$ cat src/rtl/fgm_pkg.sv
package fgm_pkg;
  // true when a measured gap lies outside nominal +/- jitter
  function automatic logic gap_outside(int unsigned gap, int unsigned nominal,
                                       int unsigned jitter);
    return ((gap + jitter) < nominal) || (gap > (nominal + jitter));
  endfunction
endpackage

$ cat src/rtl/tick_prescaler.sv
module tick_prescaler #(
  parameter int unsigned PRESCALE = 12
) (
  input  logic clk_i,
  input  logic rst_ni,
  output logic tick_o
);
  generate
    if (PRESCALE <= 1) begin : g_bypass
      assign tick_o = 1'b1;
    end else begin : g_div
      localparam int unsigned PW = $clog2(PRESCALE);
      localparam logic [PW-1:0] LAST = PW'(PRESCALE - 1);
      logic [PW-1:0] div_q;

      always_ff @(posedge clk_i or negedge rst_ni) begin
        if (!rst_ni)            div_q <= '0;
        else if (div_q == LAST) div_q <= '0;
        else                    div_q <= div_q + 1'b1;
      end

      assign tick_o = (div_q == LAST);

      AST_TICK_GAP: assert property (@(posedge clk_i) disable iff (!rst_ni)
        tick_o |=> !tick_o);
    end
  endgenerate
endmodule

$ cat src/rtl/reload_counter.sv
module reload_counter #(
  parameter int unsigned SPAN  = 7500,
  parameter int unsigned CNT_W = 13
) (
  input  logic             clk_i,
  input  logic             rst_ni,
  input  logic             tick_i,
  output logic [CNT_W-1:0] count_o
);
  localparam logic [CNT_W-1:0] RELOAD = CNT_W'(SPAN - 1);
  logic [CNT_W-1:0] count_q;

  always_ff @(posedge clk_i or negedge rst_ni) begin
    if (!rst_ni)              count_q <= RELOAD;
    else if (tick_i) begin
      if (count_q == '0)      count_q <= RELOAD;
      else                    count_q <= count_q - 1'b1;
    end
  end

  assign count_o = count_q;

  AST_COUNT_MAX: assert property (@(posedge clk_i) disable iff (!rst_ni)
    count_q <= RELOAD);
  AST_COUNT_HOLD: assert property (@(posedge clk_i) disable iff (!rst_ni)
    !tick_i |=> $stable(count_q));
  AST_COUNT_RELOAD: assert property (@(posedge clk_i) disable iff (!rst_ni)
    (tick_i && count_q == '0) |=> count_q == RELOAD);
endmodule

$ cat src/rtl/gap_checker.sv
module gap_checker
  import fgm_pkg::*;
#(
  parameter int unsigned SPAN        = 7500,
  parameter int unsigned CNT_W       = 13,
  parameter int unsigned DIFF_W      = 14,
  parameter int unsigned FRAME_TICKS = 1875,
  parameter int unsigned JITTER      = 1
) (
  input  logic              clk_i,
  input  logic              rst_ni,
  input  logic              sample_i,
  input  logic [CNT_W-1:0]  count_i,
  output logic              lost_o,
  output logic [DIFF_W-1:0] diff_o
);
  localparam logic [DIFF_W-1:0] SPAN_D = DIFF_W'(SPAN);

  logic [CNT_W-1:0]  prev_q;
  logic              armed_q;
  logic              lost_q;
  logic [DIFF_W-1:0] diff_q, diff_d;

  // down-counter: elapsed = prev - now, unwrapped by one span
  always_comb begin
    diff_d = {1'b0, prev_q} - {1'b0, count_i};
    if (prev_q < count_i) diff_d = diff_d + SPAN_D;
  end

  always_ff @(posedge clk_i or negedge rst_ni) begin
    if (!rst_ni) begin
      prev_q  <= '0;
      armed_q <= 1'b0;
      lost_q  <= 1'b0;
      diff_q  <= '0;
    end else begin
      lost_q <= 1'b0;
      if (sample_i) begin
        prev_q  <= count_i;
        armed_q <= 1'b1;
        if (armed_q) begin
          diff_q <= diff_d;
          lost_q <= gap_outside(32'(diff_d), FRAME_TICKS, JITTER);
        end
      end
    end
  end

  assign lost_o = lost_q;
  assign diff_o = diff_q;

  AST_LOST_PULSE: assert property (@(posedge clk_i) disable iff (!rst_ni)
    lost_q |=> !lost_q);
  AST_LOST_ARMED: assert property (@(posedge clk_i) disable iff (!rst_ni)
    (sample_i && !armed_q) |=> !lost_q);
  AST_DIFF_HOLD: assert property (@(posedge clk_i) disable iff (!rst_ni)
    !sample_i |=> $stable(diff_q));
  AST_DIFF_RANGE: assert property (@(posedge clk_i) disable iff (!rst_ni)
    diff_q < SPAN_D);
endmodule

$ cat src/rtl/frame_gap_monitor.sv
module frame_gap_monitor #(
  parameter  int unsigned PRESCALE        = 12,
  parameter  int unsigned FRAME_TICKS     = 1875,
  parameter  int unsigned FRAMES_PER_SPAN = 4,
  parameter  int unsigned JITTER          = 1,
  localparam int unsigned SPAN            = FRAME_TICKS * FRAMES_PER_SPAN,
  localparam int unsigned CNT_W           = $clog2(SPAN),
  localparam int unsigned DIFF_W          = CNT_W + 1
) (
  input  logic              clk_i,
  input  logic              rst_ni,
  input  logic              frame_irq_i,
  output logic              lost_o,
  output logic [DIFF_W-1:0] diff_o
);
  logic             tick;
  logic [CNT_W-1:0] count;
  logic             irq_q;
  logic             sample;

  always_ff @(posedge clk_i or negedge rst_ni) begin
    if (!rst_ni) irq_q <= 1'b0;
    else         irq_q <= frame_irq_i;
  end

  assign sample = frame_irq_i & ~irq_q;

  AST_SAMPLE_SINGLE: assert property (@(posedge clk_i) disable iff (!rst_ni)
    sample |=> !sample);

  tick_prescaler #(.PRESCALE(PRESCALE)) u_pre (
    .clk_i  (clk_i),
    .rst_ni (rst_ni),
    .tick_o (tick)
  );

  reload_counter #(.SPAN(SPAN), .CNT_W(CNT_W)) u_cnt (
    .clk_i   (clk_i),
    .rst_ni  (rst_ni),
    .tick_i  (tick),
    .count_o (count)
  );

  gap_checker #(
    .SPAN(SPAN), .CNT_W(CNT_W), .DIFF_W(DIFF_W),
    .FRAME_TICKS(FRAME_TICKS), .JITTER(JITTER)
  ) u_chk (
    .clk_i    (clk_i),
    .rst_ni   (rst_ni),
    .sample_i (sample),
    .count_i  (count),
    .lost_o   (lost_o),
    .diff_o   (diff_o)
  );
endmodule

$ cat config.mk
export PLATFORM = sky130hd
export DESIGN_NAME = frame_gap_monitor
export DESIGN_NICKNAME = d
export VERILOG_FILES = /design/src/rtl/fgm_pkg.sv /design/src/rtl/tick_prescaler.sv /design/src/rtl/reload_counter.sv /design/src/rtl/gap_checker.sv /design/src/rtl/frame_gap_monitor.sv
export SDC_FILE = /design/constraint.sdc
export NUM_CORES = 1
export LEC_CHECK = 0
export BUFFER_PORTS_ARGS = -buffer_cell sky130_fd_sc_hd__buf_2
export CAP_MARGIN = 20
export CORE_MARGIN = 2
export CORE_UTILIZATION = 55
export DETAILED_ROUTE_END_ITERATION = 8
export PLACE_DENSITY = 0.76
export SLEW_MARGIN = 25
export SYNTH_ARGS = -nofsm -noshare
export SYNTH_HDL_FRONTEND = slang
export SYNTH_SLANG_ARGS = --single-unit
$ cat constraint.sdc
create_clock -name clk_i -period 2.8 [get_ports clk_i]
set_input_delay 0 -clock clk_i [delete_from_list [all_inputs] [get_ports clk_i]]
set_output_delay 0 -clock clk_i [all_outputs]
set_load 0.02 [all_outputs]
==> results of run 1 <==
-- metrics by stage --
stage               std cells  power, mW  instance area, sq um  setup TNS (ps)
global route              477       2.03                  3930            -551
finish                    477       1.93                  3930            -154
global placement          458       1.33                  3530            -104
detailed placement        458       1.34                  3530            -178
floorplan                 330       1.15                  3040               0
CTS                       474       1.90                  3820           -10.7
-- state kept, by name, indices dropped and copies added, names as in the netlist --
name,cells
u_chk.prev_q,13
u_chk.armed_q,1
u_cnt.count_o,13
irq_q,1
u_pre.g_div.div_q,4
u_chk.diff_o,14
u_chk.lost_o,1
-- Yosys cell counts, types with 2 or more instances --
cell type and instances:
a211o_1 2, o221ai_1 2, a21o_1 5, clkbuf_1 4, nand2_1 43, nand2b_1 6
nand4_1 2, or3_1 4, nand3b_1 3, dfrtp_1 39, nor2_1 24, a211oi_1 3
nor3b_1 3, o21ai_0 29, ha_1 16, xor2_1 8, nor3_1 4, nand3_1 4
o21a_1 2, nor4_1 5, a21oi_1 15, a31oi_1 3, buf_2 3, and2_2 2
inv_1 24, dfstp_2 8, xnor2_1 22, mux2_2 4, and3_1 3
-- worst max-delay path: stages (launching register included) --
cell and delay [ps]:
dfrtp_1 360, inv_1 50, ha_2 180, fa_2 340, nand2b_4 160, a21oi_4 220, o311ai_4 110, a31oi_1 180
buf_4 180, or2b_4 120, o22ai_1 70, a221o_1 360, nor4_2 300, a41oi_1 160
-- logic make-up (layout without fill, tap and decap cells) --
kind of cell / count (synthesis) / after routing / share of synthesized area [%]
compound gates: 82 / 82 / 17.8
buf+inv: 33 / 110 / 4.64
mux: 6 / 6 / 2.21
simple gates: 115 / 115 / 19.6
xor+xnor: 30 / 30 / 8.78
flops: 47 / 47 / 39.6
fa+ha+maj: 17 / 17 / 7.35
-- per-layer routing --
| layer | wire [microns] | share of wire [%] |
|---|---|---|
| met5 | 0 | 0 |
| met4 | 135 | 1.9 |
| met3 | 305 | 4.3 |
| met2 | 3730 | 53 |
| met1 | 2930 | 41 |
-- repair_timing --
item	CTS	global route
hold buffers	2	0
hold endpoints to repair	40	0
gates resized for setup	19	14
setup buffers	6	3
pin swaps	18	6
setup endpoints to repair	3	6
-- worst paths after layout --
check                      slack [ps]  cells after the start                      startpoint                              to
max reg2reg                      -150                     13     u_chk.prev_q[0]$_DFFE_PN0P_          u_chk.lost_o$_DFF_PN0_
min reg2reg                       470                      1  u_pre.g_div.div_q[0]$_DFF_PN0_  u_pre.g_div.div_q[0]$_DFF_PN0_
max                              -150                     13     u_chk.prev_q[0]$_DFFE_PN0P_          u_chk.lost_o$_DFF_PN0_
max in group asynchronous        2170                      2                          rst_ni     u_chk.prev_q[9]$_DFFE_PN0P_
min                               230                      2                          rst_ni     u_chk.diff_o[0]$_DFFE_PN0P_
min in group clk_i                380                      2                     frame_irq_i                 irq_q$_DFF_PN0_
-- cell type report --
type / count / area [sq um]
timing repair buffer: 78 / 551
clock inverter: 3 / 46.3
tap: 70 / 87.6
fill: 340 / 1240
inverter: 24 / 90.1
sequential: 47 / 1190
multi-input combinational: 250 / 1900
clock buffer: 5 / 68.8
-- power by group --
| group | switching [mW] | internal, mW |
|---|---|---|
| logic | 0.340 | 0.290 |
| clock network | 0.245 | 0.269 |
| registers | 0.0337 | 0.749 |
==> flow_metrics.env, run 1 <==
export IMPL_rsz0062_at_grt="yes"
export IMPL_grt_pass1_wl_mm=12.0
export IMPL_grt_use_met1_pct=29.8
export IMPL_drc=0
export IMPL_grt_max_degree=48
export IMPL_required_ps=2940
export IMPL_syn_avg_cell_area_sq_um=9.07
export IMPL_start_util_pct=57.9
export IMPL_synthFlopType="dfrtp_1"
export IMPL_finalWirelength_mm=7.10
export IMPL_worstSetupStartpointType="register"
export IMPL_cts_inserted_buffers=5
export IMPL_period_needed_ps=2950
export IMPL_arrival_ps=3100
export IMPL_diodes=0
export IMPL_place_ws_ps=-125
export IMPL_gp_congestion=0.866
export IMPL_fin_util_pct=76.0
export IMPL_placementRows=26
export IMPL_setup_ws_ps=-154
export IMPL_clock_sinks=47
export IMPL_grt_pass1_vias=2676
export IMPL_fp_coreArea_sq_mm=0.00517
export IMPL_num_vias=2723
export IMPL_synthCells=330
export IMPL_p_leak_nw=1.79
export IMPL_fin_crit_sh_pct=105
export IMPL_synth_area_leaders="dfrtp_1, dfstp_2, ha_1"
export IMPL_yosysWarnings=0
export IMPL_die_area_sq_mm=0.00605
export IMPL_final_common_cell="buf_4"
export IMPL_finalSetupViolations=1
export IMPL_syn_nets=350
export IMPL_synth_area_sq_mm=0.00299
export IMPL_synth_top_area_cell="dfrtp_1"
export IMPL_wire_per_inst_microns=14.9
export IMPL_maxCapViolCount=0
export IMPL_boundaryPins=18
export IMPL_hp_class="in -> async"
export IMPL_ys_seq_elements=47
export IMPL_port_buffers=17
export IMPL_fmax_mhz=339
export IMPL_synth_async_reset_ratio_pct=100
export IMPL_first_pass_iters=5
export IMPL_clk_insertion_delay_late_ps=300
export IMPL_critPathKind="reg -> reg"
export IMPL_worstSetupEndpointType="register"
export IMPL_grtUsageTotal_pct=24.4
export IMPL_synth_edff_count=0
export IMPL_synth_top_area_share_pct=32.6
export IMPL_drtIter0Drc=158
export IMPL_seq_area_frac_synth_pct=39.6
export IMPL_grt_remaining_overflow=0
export IMPL_die_h_microns=77.8
export IMPL_worst_hold_slack_ps=230
export IMPL_report_final_slew_viol_count=0
export IMPL_hold_violations=0
export IMPL_top_usage_layer="met2"
export IMPL_detail_route_antenna_nets=0
export IMPL_clk_pin_slew_ps=90
export IMPL_use_met2_pct=44.3
export IMPL_worstMarginPinSlew_ps=829
export IMPL_clock_root_buffer="clkbuf_8"
export IMPL_grt_met3_usage_pct=4.19
export IMPL_area_growth_pct=31.3
export IMPL_layout_common_cells="buf_4, nand2_1, dfrtp_1"
export IMPL_synth_cell_type_count=67
export IMPL_cts_tree="yes"
export IMPL_ir_drop_mv=0.349
export IMPL_viasPerCell=5.71
export IMPL_antenna_found_initial=0
export IMPL_outcome="finished, violations left"
export IMPL_cts_buffer_depth=2
export IMPL_p_per_area_mw_per_mm2=490
export IMPL_path_max_fanout=6
export IMPL_htree_levels=2
export IMPL_violations="setup timing"
export IMPL_dpl_hpwl_mm=5.00
export IMPL_slew_headroom_pct=44.7
export IMPL_die_w_microns=77.8
export IMPL_fin_nets=426
export IMPL_final_layout_size_suffix_gt1_share_pct=35.4
export IMPL_skew_ps=9.61
Power figures use the tool's default switching activity.
==> inputs of run 2 (changes only) <==
- CORE_UTILIZATION: 55 -> 60
- GPL_TIMING_DRIVEN: not set -> 0
- PLACE_DENSITY: 0.76 -> 0.79
- clock period: 2.8 -> 3.2 ns (I/O delays scaled with it)
==> flow_metrics.env, run 2 (synthesis results as in run 1) <==
export IMPL_outcome="complete, no violations"
export IMPL_r2r_end="u_chk.lost_o$_DFF_PN0_"
export IMPL_path_max_fanout=6
export IMPL_worstSetupStartpoint="u_cnt.count_o[3]$_DFFE_PN1N_"
export IMPL_worstSetupStartpointType="register"
export IMPL_clock_sinks=47
export IMPL_cts_buffer_depth=2
export IMPL_viasPerCell=5.85
export IMPL_grt_pass1_wl_mm=10.4
export IMPL_final_common_cell="nand2_1"
export IMPL_critPathTopFamily="compound AO/OA/AOI/OAI gates"
export IMPL_critPathSlowestCell="dfstp_2"
export IMPL_finalSetupViolations=0
export IMPL_hold_violations=0
export IMPL_gp_congestion=0.825
export IMPL_die_area_sq_mm=0.00557
export IMPL_stdcell_count=436
export IMPL_arrival_ps=3230
export IMPL_ff2ff_setup_slack_ps=130
export IMPL_dpl_hpwl_mm=4.59
export IMPL_clk_pin_slew_ps=90
export IMPL_first_pass_iters=4
export IMPL_ir_drop_mv=0.262
export IMPL_area_growth_pct=20.5
export IMPL_path_cells="inv_2, ha_4, buf_6, a21oi_1, o221ai_1, a211o_1, a32o_2, a21boi_2, o211a_1, xnor2_2, nor4_2, a41oi_1"
export IMPL_dp_cells=414
export IMPL_worstMarginPinSlew_ps=584
export IMPL_wire_per_inst_microns=15.6
export IMPL_max_stage_delay_ps=560
export IMPL_fin_util_pct=75.9
export IMPL_maxCapViolCount=0
export IMPL_final_layout_size_suffix_gt1_share_pct=26.6
export IMPL_fp_coreArea_sq_mm=0.00475
export IMPL_worstPathBufferInverterCount=2
export IMPL_cts_tree="yes"
export IMPL_fmax_mhz=326
export IMPL_drc=0
export IMPL_layout_common_cells="nand2_1, dfrtp_1, o21ai_0"
export IMPL_p_leak_nw=1.58
export IMPL_critPathCapture="u_chk.lost_o$_DFF_PN0_"
export IMPL_boundaryPins=18
export IMPL_tns_ps=0
export IMPL_htree_levels=2
export IMPL_p_per_area_mw_per_mm2=421
export IMPL_start_util_pct=63.0
export IMPL_detail_route_antenna_nets=0
export IMPL_required_ps=3360
export IMPL_skew_ps=6.39
export IMPL_slew_headroom_pct=61.1
export IMPL_clock_root_buffer="clkbuf_8"
export IMPL_antenna_found_initial=0
export IMPL_port_buffers=17
export IMPL_worstSetupEndpointType="register"
export IMPL_grt_pass1_vias=2359
export IMPL_report_final_slew_viol_count=0
export IMPL_fin_crit_sh_pct=96.0
export IMPL_num_vias=2550
export IMPL_r2r_start="u_cnt.count_o[3]$_DFFE_PN1N_"
export IMPL_drtIter0Drc=173
export IMPL_ff2ff_path_depth=12
export IMPL_placementRows=25
export IMPL_grtUsageTotal_pct=24.0
export IMPL_largest_reg_flops=14
export IMPL_die_h_microns=74.6
export IMPL_clk_insertion_delay_late_ps=300
export IMPL_hp_class="in -> async"
export IMPL_fin_nets=388
export IMPL_grt_remaining_overflow=0
export IMPL_period_needed_ps=3070
export IMPL_finalWirelength_mm=6.81
export IMPL_grt_max_degree=48
export IMPL_die_w_microns=74.6
export IMPL_cts_inserted_buffers=5
export IMPL_critPathKind="reg -> reg"
export IMPL_path_depth=12
export IMPL_diodes=0
[run 2: changes by cell type in the layout (fill, tap and decap cells not counted), sizes merged]
cell    delta
buf       -43
clkbuf     +6
bufinv     -1
clkinv     +1
inv        -1
[run 2: how the worst min path moves through the flow]
stage	to	slack, ps	cells past startpoint
CTS	irq_q$_DFF_PN0_	360	2
finish	u_chk.diff_o[0]$_DFFE_PN0P_	240	2
floorplan	irq_q$_DFF_PN0_	-300	0
global route	u_chk.diff_o[1]$_DFFE_PN0P_	300	2
detailed placement	irq_q$_DFF_PN0_	140	1
global placement	irq_q$_DFF_PN0_	130	1
[run 2: repair_timing]
action	CTS	global route
pin swaps	3	15
gates resized for setup	8	38
hold buffers	2	0
buffers inserted	2	10
endpoints found under the hold margin	40	0
setup endpoints to repair	1	2
[run 2: cell type report]
type,count,area [sq um]
plain buffers,9,57.6
clock buffers,6,72.6
clock inverters,2,12.5
fillers,335,1150
inverters,24,90.1
multi-input cells,250,1910
flip-flops and latches,47,1190
well taps,67,83.8
repair buffers,31,198
[run 2: report_power, final]
group          leakage, nW  switching [mW]  internal [mW]
Clock               0.0412           0.194          0.153
Sequential           0.573          0.0301          0.656
Combinational        0.963           0.286          0.201
Total                 1.58           0.510           1.01
[run 2: routing by layer]
layer / vias to the layer above / GRT usage [%] / wire [microns]
li1: 1231 / - / -
met1: 1247 / 28.8 / 2830
met2: 62 / 44.1 / 3690
met3: 10 / 3.61 / 196
met4: 0 / 7.74 / 102
met5: - / 0 / 0
[run 2: per-stage QoR]
step,total power [mW],instance area (sq um),worst slack (ps),hold slack [ps]
floorplan,0.999,2990,299,-296
finish,1.52,3610,128,243
global placement,1.10,3160,-84.6,133
CTS,1.48,3330,34.7,362
detailed placement,1.12,3160,-199,140
global route,1.61,3610,-89.4,299
